[src/rtl/paged_ea_gen.sv]
module paged_ea_gen #(
  parameter int ADDR_W = 15,
  parameter int PAGE_W = 13,
  parameter int IDX_W  = 8,
  parameter int OFF_W  = 7
) (
  input  logic              clk,
  input  logic              rst_n,
  input  logic              req_valid,
  input  logic [2:0]        mode,
  input  logic              is_branch,
  input  logic              indirect,
  input  logic [ADDR_W-1:0] next_pc,
  input  logic [7:0]        opnd_hi,
  input  logic [7:0]        opnd_lo,
  input  logic [IDX_W-1:0]  idx_in,
  output logic              mem_rd,
  output logic [ADDR_W-1:0] mem_addr,
  input  logic              mem_rvalid,
  input  logic [7:0]        mem_rdata,
  output logic              done,
  output logic [ADDR_W-1:0] ea,
  output logic [IDX_W-1:0]  idx_out,
  output logic              idx_wr
);
  localparam int SEL_W = ADDR_W - PAGE_W;
  localparam logic [2:0] M_REL  = 3'd0;
  localparam logic [2:0] M_ZREL = 3'd1;
  localparam logic [2:0] M_IDX  = 3'd3;
  localparam logic [2:0] M_INC  = 3'd4;
  localparam logic [2:0] M_DEC  = 3'd5;

  typedef enum logic [1:0] {S_IDLE, S_HI, S_LO} st_t;
  st_t st;

  logic [15:0]        opnd_full;
  logic [ADDR_W-1:0]  opnd;
  logic [PAGE_W-1:0]  off_sx;
  logic [IDX_W-1:0]   idx_next;
  logic [PAGE_W-1:0]  idx_ext;
  logic [SEL_W-1:0]   page_sel;
  logic [ADDR_W-1:0]  calc;
  logic               step;
  logic [7:0]         hi_q;
  logic               step_q;

  assign opnd_full = {opnd_hi, opnd_lo};
  assign opnd      = opnd_full[ADDR_W-1:0];
  assign off_sx    = {{(PAGE_W-OFF_W){opnd_lo[OFF_W-1]}}, opnd_lo[OFF_W-1:0]};
  assign idx_ext   = {{(PAGE_W-IDX_W){1'b0}}, idx_next};
  assign page_sel  = is_branch ? opnd[ADDR_W-1:PAGE_W] : next_pc[ADDR_W-1:PAGE_W];
  assign step      = (mode == M_INC) || (mode == M_DEC);

  always_comb begin
    case (mode)
      M_INC:   idx_next = idx_in + 1'b1;
      M_DEC:   idx_next = idx_in - 1'b1;
      default: idx_next = idx_in;
    endcase
  end

  always_comb begin
    case (mode)
      M_REL:                calc = {next_pc[ADDR_W-1:PAGE_W], next_pc[PAGE_W-1:0] + off_sx};
      M_ZREL:               calc = {{SEL_W{1'b0}}, off_sx};
      M_IDX, M_INC, M_DEC:  calc = {page_sel, opnd[PAGE_W-1:0] + idx_ext};
      default:              calc = {page_sel, opnd[PAGE_W-1:0]};
    endcase
  end

  always_ff @(posedge clk) begin
    if (!rst_n) begin
      st       <= S_IDLE;
      mem_rd   <= 1'b0;
      mem_addr <= '0;
      done     <= 1'b0;
      ea       <= '0;
      idx_out  <= '0;
      idx_wr   <= 1'b0;
      hi_q     <= '0;
      step_q   <= 1'b0;
    end else begin
      done   <= 1'b0;
      idx_wr <= 1'b0;
      case (st)
        S_IDLE: if (req_valid) begin
          idx_out <= idx_next;
          step_q  <= step;
          if (indirect) begin
            mem_addr <= calc;
            mem_rd   <= 1'b1;
            st       <= S_HI;
          end else begin
            ea     <= calc;
            done   <= 1'b1;
            idx_wr <= step;
          end
        end
        S_HI: if (mem_rvalid) begin
          hi_q     <= mem_rdata;
          mem_addr <= mem_addr + 1'b1;
          st       <= S_LO;
        end
        S_LO: if (mem_rvalid) begin
          ea     <= {hi_q, mem_rdata}[ADDR_W-1:0];
          mem_rd <= 1'b0;
          done   <= 1'b1;
          idx_wr <= step_q;
          st     <= S_IDLE;
        end
        default: st <= S_IDLE;
      endcase
    end
  end

  p_rd_hold_r8: assert property (@(posedge clk) disable iff (!rst_n)
    mem_rd && !mem_rvalid |=> mem_rd && $stable(mem_addr));

  p_lo_addr_r7: assert property (@(posedge clk) disable iff (!rst_n)
    (st == S_HI) && mem_rvalid |=> mem_addr == $past(mem_addr) + 1'b1);

  p_idle_quiet_r10: assert property (@(posedge clk) disable iff (!rst_n)
    (st == S_IDLE) |-> !mem_rd);

  p_done_single_r9: assert property (@(posedge clk) disable iff (!rst_n)
    (st != S_IDLE) |=> !done || (st == S_IDLE));

  p_wr_with_done_r6: assert property (@(posedge clk) disable iff (!rst_n)
    idx_wr |-> done);

  p_zrel_span_r3: assert property (@(posedge clk) disable iff (!rst_n)
    (st == S_IDLE) && req_valid && !indirect && (mode == M_ZREL) |=>
      ea[ADDR_W-1:PAGE_W] == '0 && (ea[PAGE_W-1:0] < 13'h0040 || ea[PAGE_W-1:0] >= 13'h1FC0));
endmodule

[config.mk]
export PLATFORM = sky130hd
export DESIGN_NAME = paged_ea_gen
export DESIGN_NICKNAME = d
export VERILOG_FILES = /design/src/rtl/paged_ea_gen.sv
export SDC_FILE = /design/constraint.sdc
export NUM_CORES = 1
export LEC_CHECK = 0
export BUFFER_PORTS_ARGS = -buffer_cell sky130_fd_sc_hd__clkbuf_2
export CAP_MARGIN = 0
export CORE_MARGIN = 2
export CORE_UTILIZATION = 60
export DETAILED_ROUTE_END_ITERATION = 8
export MAX_ROUTING_LAYER = met4
export PLACE_DENSITY = 0.91
export SYNTH_ARGS = -nofsm -noshare
export SYNTH_HDL_FRONTEND = slang
export SYNTH_SLANG_ARGS = --single-unit
[constraint.sdc]
create_clock -name clk -period 8.9 [get_ports clk]
set_input_delay 0.445 -clock clk [delete_from_list [all_inputs] [get_ports clk]]
set_output_delay 0.445 -clock clk [all_outputs]
set_load 0.03 [all_outputs]
# Word level (Yosys, flattened, before mapping)
# Index checks and enable logic that the tools add are counted.
dict set report classes {
  n_addsub 5
  n_eq_ne 11
  n_mux 28
  n_reduce_logical 12
}
# operator count
set ops {}
lappend ops {{15-bit 2-to-1 mux} 6}
lappend ops {{15-bit case mux with 2 select lines} 2}
lappend ops {{15-bit case mux with 3 select lines} 1}
lappend ops {{8-bit case mux with 2 select lines} 1}
lappend ops {{4-bit AND reduction} 4}
lappend ops {{15-bit by 1-bit adder with 15-bit output, second input constant} 1}
lappend ops {{13-bit adder} 1}
lappend ops {{13-bit by 8-bit adder with 13-bit output} 1}
lappend ops {{2-bit 2-to-1 mux} 5}
lappend ops {{2-bit inequality test, second input constant} 5}
lappend ops {{1-bit 2-to-1 mux} 9}
lappend ops {{8-bit by 1-bit adder with 8-bit output, second input constant} 1}
lappend ops {{8-bit by 1-bit subtractor with 8-bit output, second input constant} 1}
lappend ops {{3-bit == test, second input constant} 2}
lappend ops {{1-bit case mux with 2 select lines} 3}
lappend ops {{2-bit case mux with 3 select lines} 1}
lappend ops {{2-bit AND reduction} 2}
lappend ops {{2-bit nonzero test} 2}
lappend ops {{3-bit by 1-bit == test with 1-bit output, second input constant} 1}
lappend ops {{3-bit by 2-bit == test with 1-bit output, second input constant} 1}
lappend ops {{3-bit logical NOT} 1}
lappend ops {{3-bit OR reduction} 1}
lappend ops {{2-bit by 1-bit == test with 1-bit output, second input constant} 1}
lappend ops {{2-bit == test, second input constant} 1}
lappend ops {{other kinds (2)} 2}
dict set report totals {
  regBits 51
  inputBits 56
  output_inout_bits 41
  word_cells 65
}

# Logic depth before layout (Yosys ltp)
# Gate-level depths: netlist of run 1.
dict set report logic_depth {
  word_depth 7
  depth_mapped 18
  depth_no_buf 18
}

# Worst setup path after synthesis of run 1
# OpenSTA, ideal clock, no wires.
dict set report synth_path {
  path_type {input -> register}
  startpoint {input mode[1]}
  endpoint {register mem_addr[9]}
  arrival_ns 3.429
  required_time_ns 8.783
  setup_slack_ns 5.354
  path_stages 18
  cell_sequence {and2b_1 -> nand2_1 -> xnor2_1 -> ha_1 -> or3_1 -> a31oi_1 -> a21oi_1 -> xnor2_1 -> nand2_1 -> xnor2_1 -> ha_1 -> nor3_1 -> nor2_1 -> and3_1 -> or2_2 -> o21ai_0 -> a21oi_1 -> a22o_1}
}
dict set report synth_via {
  elab_chain_len 7
  elab_cells_between_ends 12
  cone_classes {add/sub (1); eq/ne (4); mux (5); reduce/logical (2)}
}
# element line
set synth_rtl {}
lappend synth_rtl {{start, declared} 10} ;# input logic [2:0] mode,
lappend synth_rtl {{3-bit == test} 55} ;# case (mode)
lappend synth_rtl {{8-bit case mux with 2 select lines (*)} 55}
lappend synth_rtl {{net idx_next[4]} 39} ;# logic [IDX_W-1:0] idx_next;
lappend synth_rtl {{13-bit by 8-bit adder with 13-bit output (*)} 66} ;# M_IDX, M_INC, M_DEC: calc = {page_sel, opnd[PAGE_W-1:0] + idx_ext};
lappend synth_rtl {{15-bit case mux with 3 select lines (*)} 63} ;# case (mode)
lappend synth_rtl {{15-bit 2-to-1 mux (*)} 89} ;# if (indirect) begin
lappend synth_rtl {{15-bit 2-to-1 mux (*)} 86} ;# S_IDLE: if (req_valid) begin
lappend synth_rtl {{15-bit case mux with 2 select lines (*)} 85} ;# case (st)
lappend synth_rtl {{end signal, assigned} 90} ;# mem_addr <= calc;
lappend synth_rtl {{end signal, assigned} 101} ;# mem_addr <= mem_addr + 1'b1;
lappend synth_rtl {{end, declared} 18} ;# output logic [ADDR_W-1:0] mem_addr,
# Mark *: on every way through the listed nets, which the timed path passes. The rest lies on a longest branch. The select of a mux whose other input is x is not followed.
# A chain may end at the register's enable or synchronous reset.

# Worst setup path after layout of run 1
dict set report layout_path {
  startpoint {input mode[1]}
  endpoint {register ea[7]}
}
dict set report layout_via {
  elab_chain_len 7
  elab_cells_between_ends 12
  cone_classes {add/sub (1); eq/ne (4); mux (5); reduce/logical (2)}
}
# element line
set layout_rtl {}
lappend layout_rtl {{3-bit == test} 55}
lappend layout_rtl {{8-bit case mux with 2 select lines (*)} 55}
lappend layout_rtl {{net idx_next[4]} 39}
lappend layout_rtl {{13-bit by 8-bit adder with 13-bit output (*)} 66}
lappend layout_rtl {{15-bit case mux with 3 select lines (*)} 63}
lappend layout_rtl {{15-bit 2-to-1 mux (*)} 89}
lappend layout_rtl {{15-bit 2-to-1 mux (*)} 86}
lappend layout_rtl {{15-bit case mux with 2 select lines (*)} 85}
lappend layout_rtl {{end signal, assigned} 94} ;# ea <= calc;
lappend layout_rtl {{end signal, assigned} 105} ;# ea <= {hi_q, mem_rdata}[ADDR_W-1:0];
lappend layout_rtl {{end, declared} 22} ;# output logic [ADDR_W-1:0] ea,
# Marked as above.

==> summary.txt, run 1 <==
Run status
  – Status: completed

Critical path
  – Worst R2R Path Depth: 6
  – Critical path arrival: 4.79 ns
  – Critical Path End: ea[7]
  – Flop2flop setup slack: 6.21 ns
  – Reg2Reg Capture Point: mem_addr[7]
  – Startpoint Class: input port
  – R2R Path Start: st[0]
  – WP data required: 9.08 ns
  – Worst Setup End Kind: flip-flop
  – Crit path from: mode[1]
  – Crit-path max FO: 30
  – Kind of critical path: in -> reg

Cells and area
  – Final core occ: 70.5%
  – Most frequent cells in the layout: clkbuf_2, nand2_1, dfxtp_1, o21ai_0, a21oi_1
  – Most common cell after layout, fill and taps aside: clkbuf_2
  – Synthesis-to-finish area growth: 13.4%
  – N_diodes: 0
  – Final nets: 716
  – Share of cells above drive strength 1: 18.6%

STA
  – Worst Tran Pin Value: 1.22 ns
  – Ratio of final minimum period to clock period: 51.8%
  – Final setup TNS: 0 ns
  – Final worst slack: 4.29 ns
  – Final Hold Violating Endpoints: 0
  – Final Critical Period: 4.61 ns
  – Max-slew headroom: 18.4%
  – Max Slew Vio Count: 0
  – Fmax: 217 MHz
  – RSZ-0062 raised after global routing: false
  – Final setup viols: 0
  – Clock Skew: 0.0102 ns

Place
  – RD Place Congestion: 0.936
  – Input/output buffers: 95
  – Worst slack at placement: 4.06 ns
  – Hpwl dp: 9140 µm

Die
  – Initial Utilization: 62.2%
  – Ports: 97
  – Core area: 6790 µm²
  – Die area: 7730 µm²
  – Die H: 87.9 µm
  – Rows: 30
  – Die Width: 87.9 µm

Yosys
  – Number of distinct library cells after synthesis: 62
  – Top post-synthesis cells by area: dfxtp_1, ha_1, nand2_1
  – Mapped cell area: 4220 µm²
  – Post-synth EDFFs: 0
  – Warnings from Yosys: 0
  – Syn avg cell area: 7.53 µm²
  – Async set-reset flop share out of synthesis: 0%
  – Sequential element share of the synthesized area: 24.2%
  – Net Count, Synth: 643
  – Main synth FF type: dfxtp_1
  – Post-synth top area share: 24.2%
  – Post-Synthesis Cells: 561
  – Synthesis-stage register bit count: 51
  – Synth area leader: dfxtp_1

Global route
  – Total grt overflow: 0
  – First-pass GRT wire length: 19100 µm
  – Largest net degree at the start of global routing: 57
  – Initial antenna violation count: 0
  – Gr usage total: 31.7%
  – Vias in the first global route: 4068

Clocking
  – H-Tree Depth: 2
  – Hold Buf Count CTS: 0
  – Worst-path clk slew: 0.11 ns
  – Clk sink count: 51
  – Setup bufs post-CTS: 0
  – CTS buffer count: 5
  – Clock Latency Late Sink: 0.31 ns
  – CTS tree: yes
  – CTS resizes: 0
  – Clk buf depth: 2
  – Root Buffer: clkbuf_8

Routing
  – Via density: 6.22
  – WL per Instance: 16.2 µm
  – DR DRC count: 0
  – Final ANT Viol Nets: 0
  – DRT Pass-1 Iters: 5
  – Final wirelength: 11800 µm
  – Initial drt markers: 338
  – Via count: 4547

Min path
  – Cell depth of the worst hold path: 3
  – Worst min-delay path class: in -> reg
  – Hold Crit Start: mem_rdata[6]

Power
  – Pwr/cell area: 136 nW/µm²
  – Maximum vdd drop: 0.0000731 V
  – Leakage power: 2.14 nW

Job
  – Max-Cap Viols: 0
how the worst min path moves through the flow:
stage,to
after global placement,ea[13]
after detailed placement,hi_q[5]
final,hi_q[6]
after global routing,hi_q[3]
after CTS,hi_q[3]
after floorplan,hi_q[3]
cell usage after synthesis, drive strengths merged, types with 3 or more instances:
cell    instances
a211oi          5
a21boi         11
a21o            8
a21oi          49
a22oi           4
a311oi          3
a31oi          10
and2            7
and3           11
buf            10
clkbuf         20
dfxtp          51
ha             24
inv            13
mux2i          15
nand2          68
nand2b          4
nand3          19
nand4           5
nor2           32
nor2b          15
nor3           14
nor3b           4
nor4            3
o211a           8
o211ai         14
o21a            8
o21ai          52
o21bai          3
o221ai          4
o311ai          3
o31a            3
o31ai           7
or2             4
or3             5
xnor2          14
xor2           10
routing by layer:
metal  up-vias  global-route usage [%]  wire, µm
li1       2211                       -         -
met1      2084                    39.4      4920
met2       213                    52.1      5680
met3        39                    4.71       813
met4         0                    11.3       427
met5         -                       -         0
state kept, by name (all words and copies together) (netlist names):
| name | cells |
|---|---|
| idx_out | 8 |
| done | 1 |
| hi_q | 7 |
| idx_wr | 1 |
| mem_rd | 1 |
| step_q | 1 |
| mem_addr | 15 |
| st | 2 |
| ea | 15 |
cell families after synthesis:
family          after synthesis  share of synthesized area, %
compound gates              201                          31.4
xor+xnor                     24                          4.98
fa+ha+maj                    26                          8.06
buf+inv                      44                          4.59
flops                        51                          24.2
mux                          16                          3.82
simple gates                199                          23.0
final cells by class:
type | instances | area [µm²]
fill | 577 | 2010
multi-input combinational | 466 | 3010
inverter | 14 | 52.6
clock buffer | 5 | 68.8
sequential | 51 | 1020
clock inverter | 3 | 28.8
timing repair buffer | 96 | 483
tap | 96 | 120
worst max-delay path: stages:
cell and delay [ns]:
clkbuf_2 0.34, and2b_1 0.67, nand2_1 0.21, xnor2_1 0.18
ha_1 0.22, or3_1 0.32, a31oi_1 0.18, a21oi_1 0.10
xnor2_1 0.15, nand2_1 0.08, xnor2_1 0.17, ha_1 0.24
nor3_1 0.19, o21ai_0 0.19, a31oi_1 0.25, xnor2_1 0.10
a221oi_1 0.43, a2bb2oi_1 0.24, a21oi_1 0.09
metrics by stage:
stage / cell area, µm² / std cells / total power, mW / hold WS (ns)
after CTS: 4790 / 731 / 0.649 / 0.396
after global placement: 4690 / 723 / 0.498 / 0.453
after global routing: 4790 / 731 / 0.687 / 0.408
after detailed placement: 4690 / 723 / 0.508 / 0.462
after floorplan: 4220 / 561 / 0.439 / 0.439
final: 4790 / 731 / 0.653 / 0.390
where the power goes:
| part | total [mW] | switching (mW) | internal (mW) |
|---|---|---|---|
| combinational | 0.251 | 0.158 | 0.0922 |
| sequential | 0.257 | 0.0129 | 0.244 |
| clock | 0.145 | 0.0864 | 0.0585 |
| total | 0.653 | 0.258 | 0.395 |
Power figures use the tool's default switching activity.
==> run 2, diff against run 1 <==
- ABC_AREA: default -> 1
- CORE_UTILIZATION: 60 -> 56
- PLACE_DENSITY: 0.91 -> 0.86
- clock period: 8.9 -> 4.5 ns (I/O delays scaled with it)
==> run 2 against run 1 <==
Worst hold slack got worse by 0.21 ns. Clock-buffer cell count rose by 1. Setup slack got worse by 3.2 ns. Area after synthesis increased by 3.8%. Clock skew down 0.0019 ns. Routed wire length increased by 8.9%. Clock power rose by 92%. Critical path type unchanged.
==> summary.txt, run 2 <==
STA
  – Final Critical Period: 3.42 ns
  – RSZ-0062 raised after global routing: false
  – Clock Skew: 0.00830 ns
  – Worst Tran Pin Value: 1.02 ns
  – Fmax: 292 MHz
  – Max-slew headroom: 32.1%
  – Ratio of final minimum period to clock period: 76.1%
  – Final Hold Violating Endpoints: 0
  – Final setup TNS: 0 ns
  – Max Slew Vio Count: 0
  – Final setup viols: 0

Clocking
  – Clk sink count: 51
  – Setup bufs post-CTS: 0
  – Clock Latency Late Sink: 0.32 ns
  – H-Tree Depth: 2
  – CTS buffer count: 5
  – Clk buf depth: 2
  – CTS tree: yes
  – Worst-path clk slew: 0.10 ns
  – Root Buffer: clkbuf_8
  – Hold Buf Count CTS: 0
  – CTS resizes: 0

Place
  – Hpwl dp: 10200 µm
  – RD Place Congestion: 0.921
  – Inst Count DP: 930
  – DP Area: 4920 µm²
  – Input/output buffers: 95

Yosys
  – Sequential element share of the synthesized area: 23.3%
  – Async set-reset flop share out of synthesis: 0%
  – Warnings from Yosys: 0
  – Post-Synthesis Cells: 749
  – Leading cell type by number of instances after synthesis: nand2_1
  – Synth cell count leaders: nand2_1, inv_1, a21oi_1, nand3_1, nor2_1
  – Post-synth EDFFs: 0
  – Net Count, Synth: 831
  – Mapped cell area: 4390 µm²
  – Synthesis-stage register bit count: 51
  – Number of distinct library cells after synthesis: 38
  – Main synth FF type: dfxtp_1
  – Synth area leader: dfxtp_1
  – Syn avg cell area: 5.86 µm²
  – Top post-synthesis cells by area: dfxtp_1, nand2_1, inv_1
  – Post-synth top area share: 23.3%

Global route
  – Gr usage total: 31.8%
  – Total grt overflow: 0
  – Vias in the first global route: 4681
  – First-pass GRT wire length: 21600 µm
  – Largest net degree at the start of global routing: 27
  – Initial antenna violation count: 0

Power
  – Pwr/cell area: 261 nW/µm²
  – Total power: 1.31 mW
  – Maximum vdd drop: 0.000239 V
  – Leakage power: 2.72 nW

Critical path
  – Crit-path max FO: 14
  – Worst Setup End Kind: flip-flop
  – Kind of critical path: in -> reg
  – Startpoint Class: input port
  – WP data required: 4.76 ns
  – Critical path arrival: 3.68 ns

Routing
  – Initial drt markers: 359
  – Final ANT Viol Nets: 0
  – Via density: 5.46
  – WL per Instance: 13.7 µm
  – Via count: 5122
  – DR DRC count: 0
  – Final wirelength: 12900 µm
  – DRT Pass-1 Iters: 5

Die
  – Ports: 97
  – Rows: 32
  – Die area: 8560 µm²
  – Die Width: 92.5 µm
  – Die H: 92.5 µm
  – Core area: 7650 µm²
  – Initial Utilization: 57.3%

Min path
  – Worst min-delay path class: in -> reg

Cells and area
  – Final nets: 917
  – N_diodes: 0
  – Share of cells above drive strength 1: 14.4%
  – Most frequent cells in the layout: nand2_1, inv_1, clkbuf_2, a21oi_1, nand3_1
  – Layout fillers: 740
  – Most common cell after layout, fill and taps aside: nand2_1
  – Synthesis-to-finish area growth: 14.3%
  – Final std cells w/o fill: 938
  – Reg area: 1020 µm²
  – Design area: 5010 µm²
  – Top Registers: ea x15, mem_addr x15, idx_out x8
  – Multi-input logic area: 2880 µm²

Job
  – Max-Cap Viols: 0

Run status
  – Status: completed
[run 2: cell count changes in the layout (fill, tap and decap cells not counted), sizes merged, moves of 11 or more]
cell,change
nor2,+37
nand2,+158
inv,+97
nand3,+47
a21oi,+24
nor2b,-15
mux2i,-15
nor3,-11
o211ai,-12
[run 2: layer usage]
metal  vias to the layer above  part of all wire (%)  wire (µm)  global-route usage [%]
li1                       2608                     -          -                       -
met1                      2273                    45       5860                    42.1
met2                       209                    45       5760                    50.4
met3                        32                   6.5        837                    3.99
met4                         0                   3.4        438                    10.8
met5                         -                     0          0                       -
[run 2: kinds of logic (layout without fill, tap and decap cells)]
logic type               after synthesis  after routing  synth area share [%]
adder cells (fa/ha/maj)               26             26                  7.76
buffers and inverters                127            214                  11.0
AND/OR/NAND/NOR                      389            389                  37.8
XOR/XNOR                              13             13                  2.60
AO/OA/AOI/OAI                        143            143                  17.6
flip-flops                            51             51                  23.3
[run 2: cell type report]
| class | count | share of cell area [%] |
|---|---|---|
| Clock buffer | 6 | 1.45 |
| Sequential cell | 51 | 20.4 |
| Inverter | 111 | 8.31 |
| Tap cell | 102 | 2.55 |
| Timing Repair Buffer | 95 | 9.48 |
| Multi-Input combinational cell | 571 | 57.5 |
| Clock inverter | 2 | 0.324 |
[run 2: critical path, stage by stage]
cell and delay, ns:
clkbuf_2 0.15, inv_2 0.06, nor2_4 0.30, nand2_4 0.16, nand2_1 0.11, nand2_1 0.05, inv_1 0.05, ha_1 0.22
o21ai_0 0.43, inv_1 0.09, ha_1 0.31, nand3_1 0.10, nand3_1 0.15, nor2_1 0.05, o311ai_0 0.85, nand2_1 0.20
a21oi_1 0.17
[run 2: power by group]
| part | internal (mW) | total (mW) | switching, mW |
|---|---|---|---|
| sequential | 0.486 | 0.513 | 0.0276 |
| clock | 0.112 | 0.278 | 0.165 |
| combinational | 0.165 | 0.516 | 0.351 |
| total | 0.763 | 1.31 | 0.544 |
[run 2: final timing paths]
check	startpoint	depth (start not counted)	slack (ns)	to
worst max register to register	st[1]	8	1.21	mem_addr[5]
worst min-delay path	mem_rdata[6]	3	0.18	hi_q[6]
worst max-delay path	mode[2]	17	1.08	ea[3]
worst min register to register	hi_q[3]	2	0.46	hi_q[3]
[run 2: stage by stage]
| stage | utilization (%) | hold slack [ns] | setup slack, ns |
|---|---|---|---|
| 3_5_place_dp | 64.4 | 0.452 | 0.791 |
| 2_1_floorplan | - | 0.360 | 1.76 |
| 6_report | 65.6 | 0.180 | 1.08 |
| 4_1_cts | 65.6 | 0.181 | 1.11 |
| 3_3_place_gp | 64.4 | 0.441 | 0.867 |
| 5_1_grt | 65.6 | 0.194 | 0.637 |
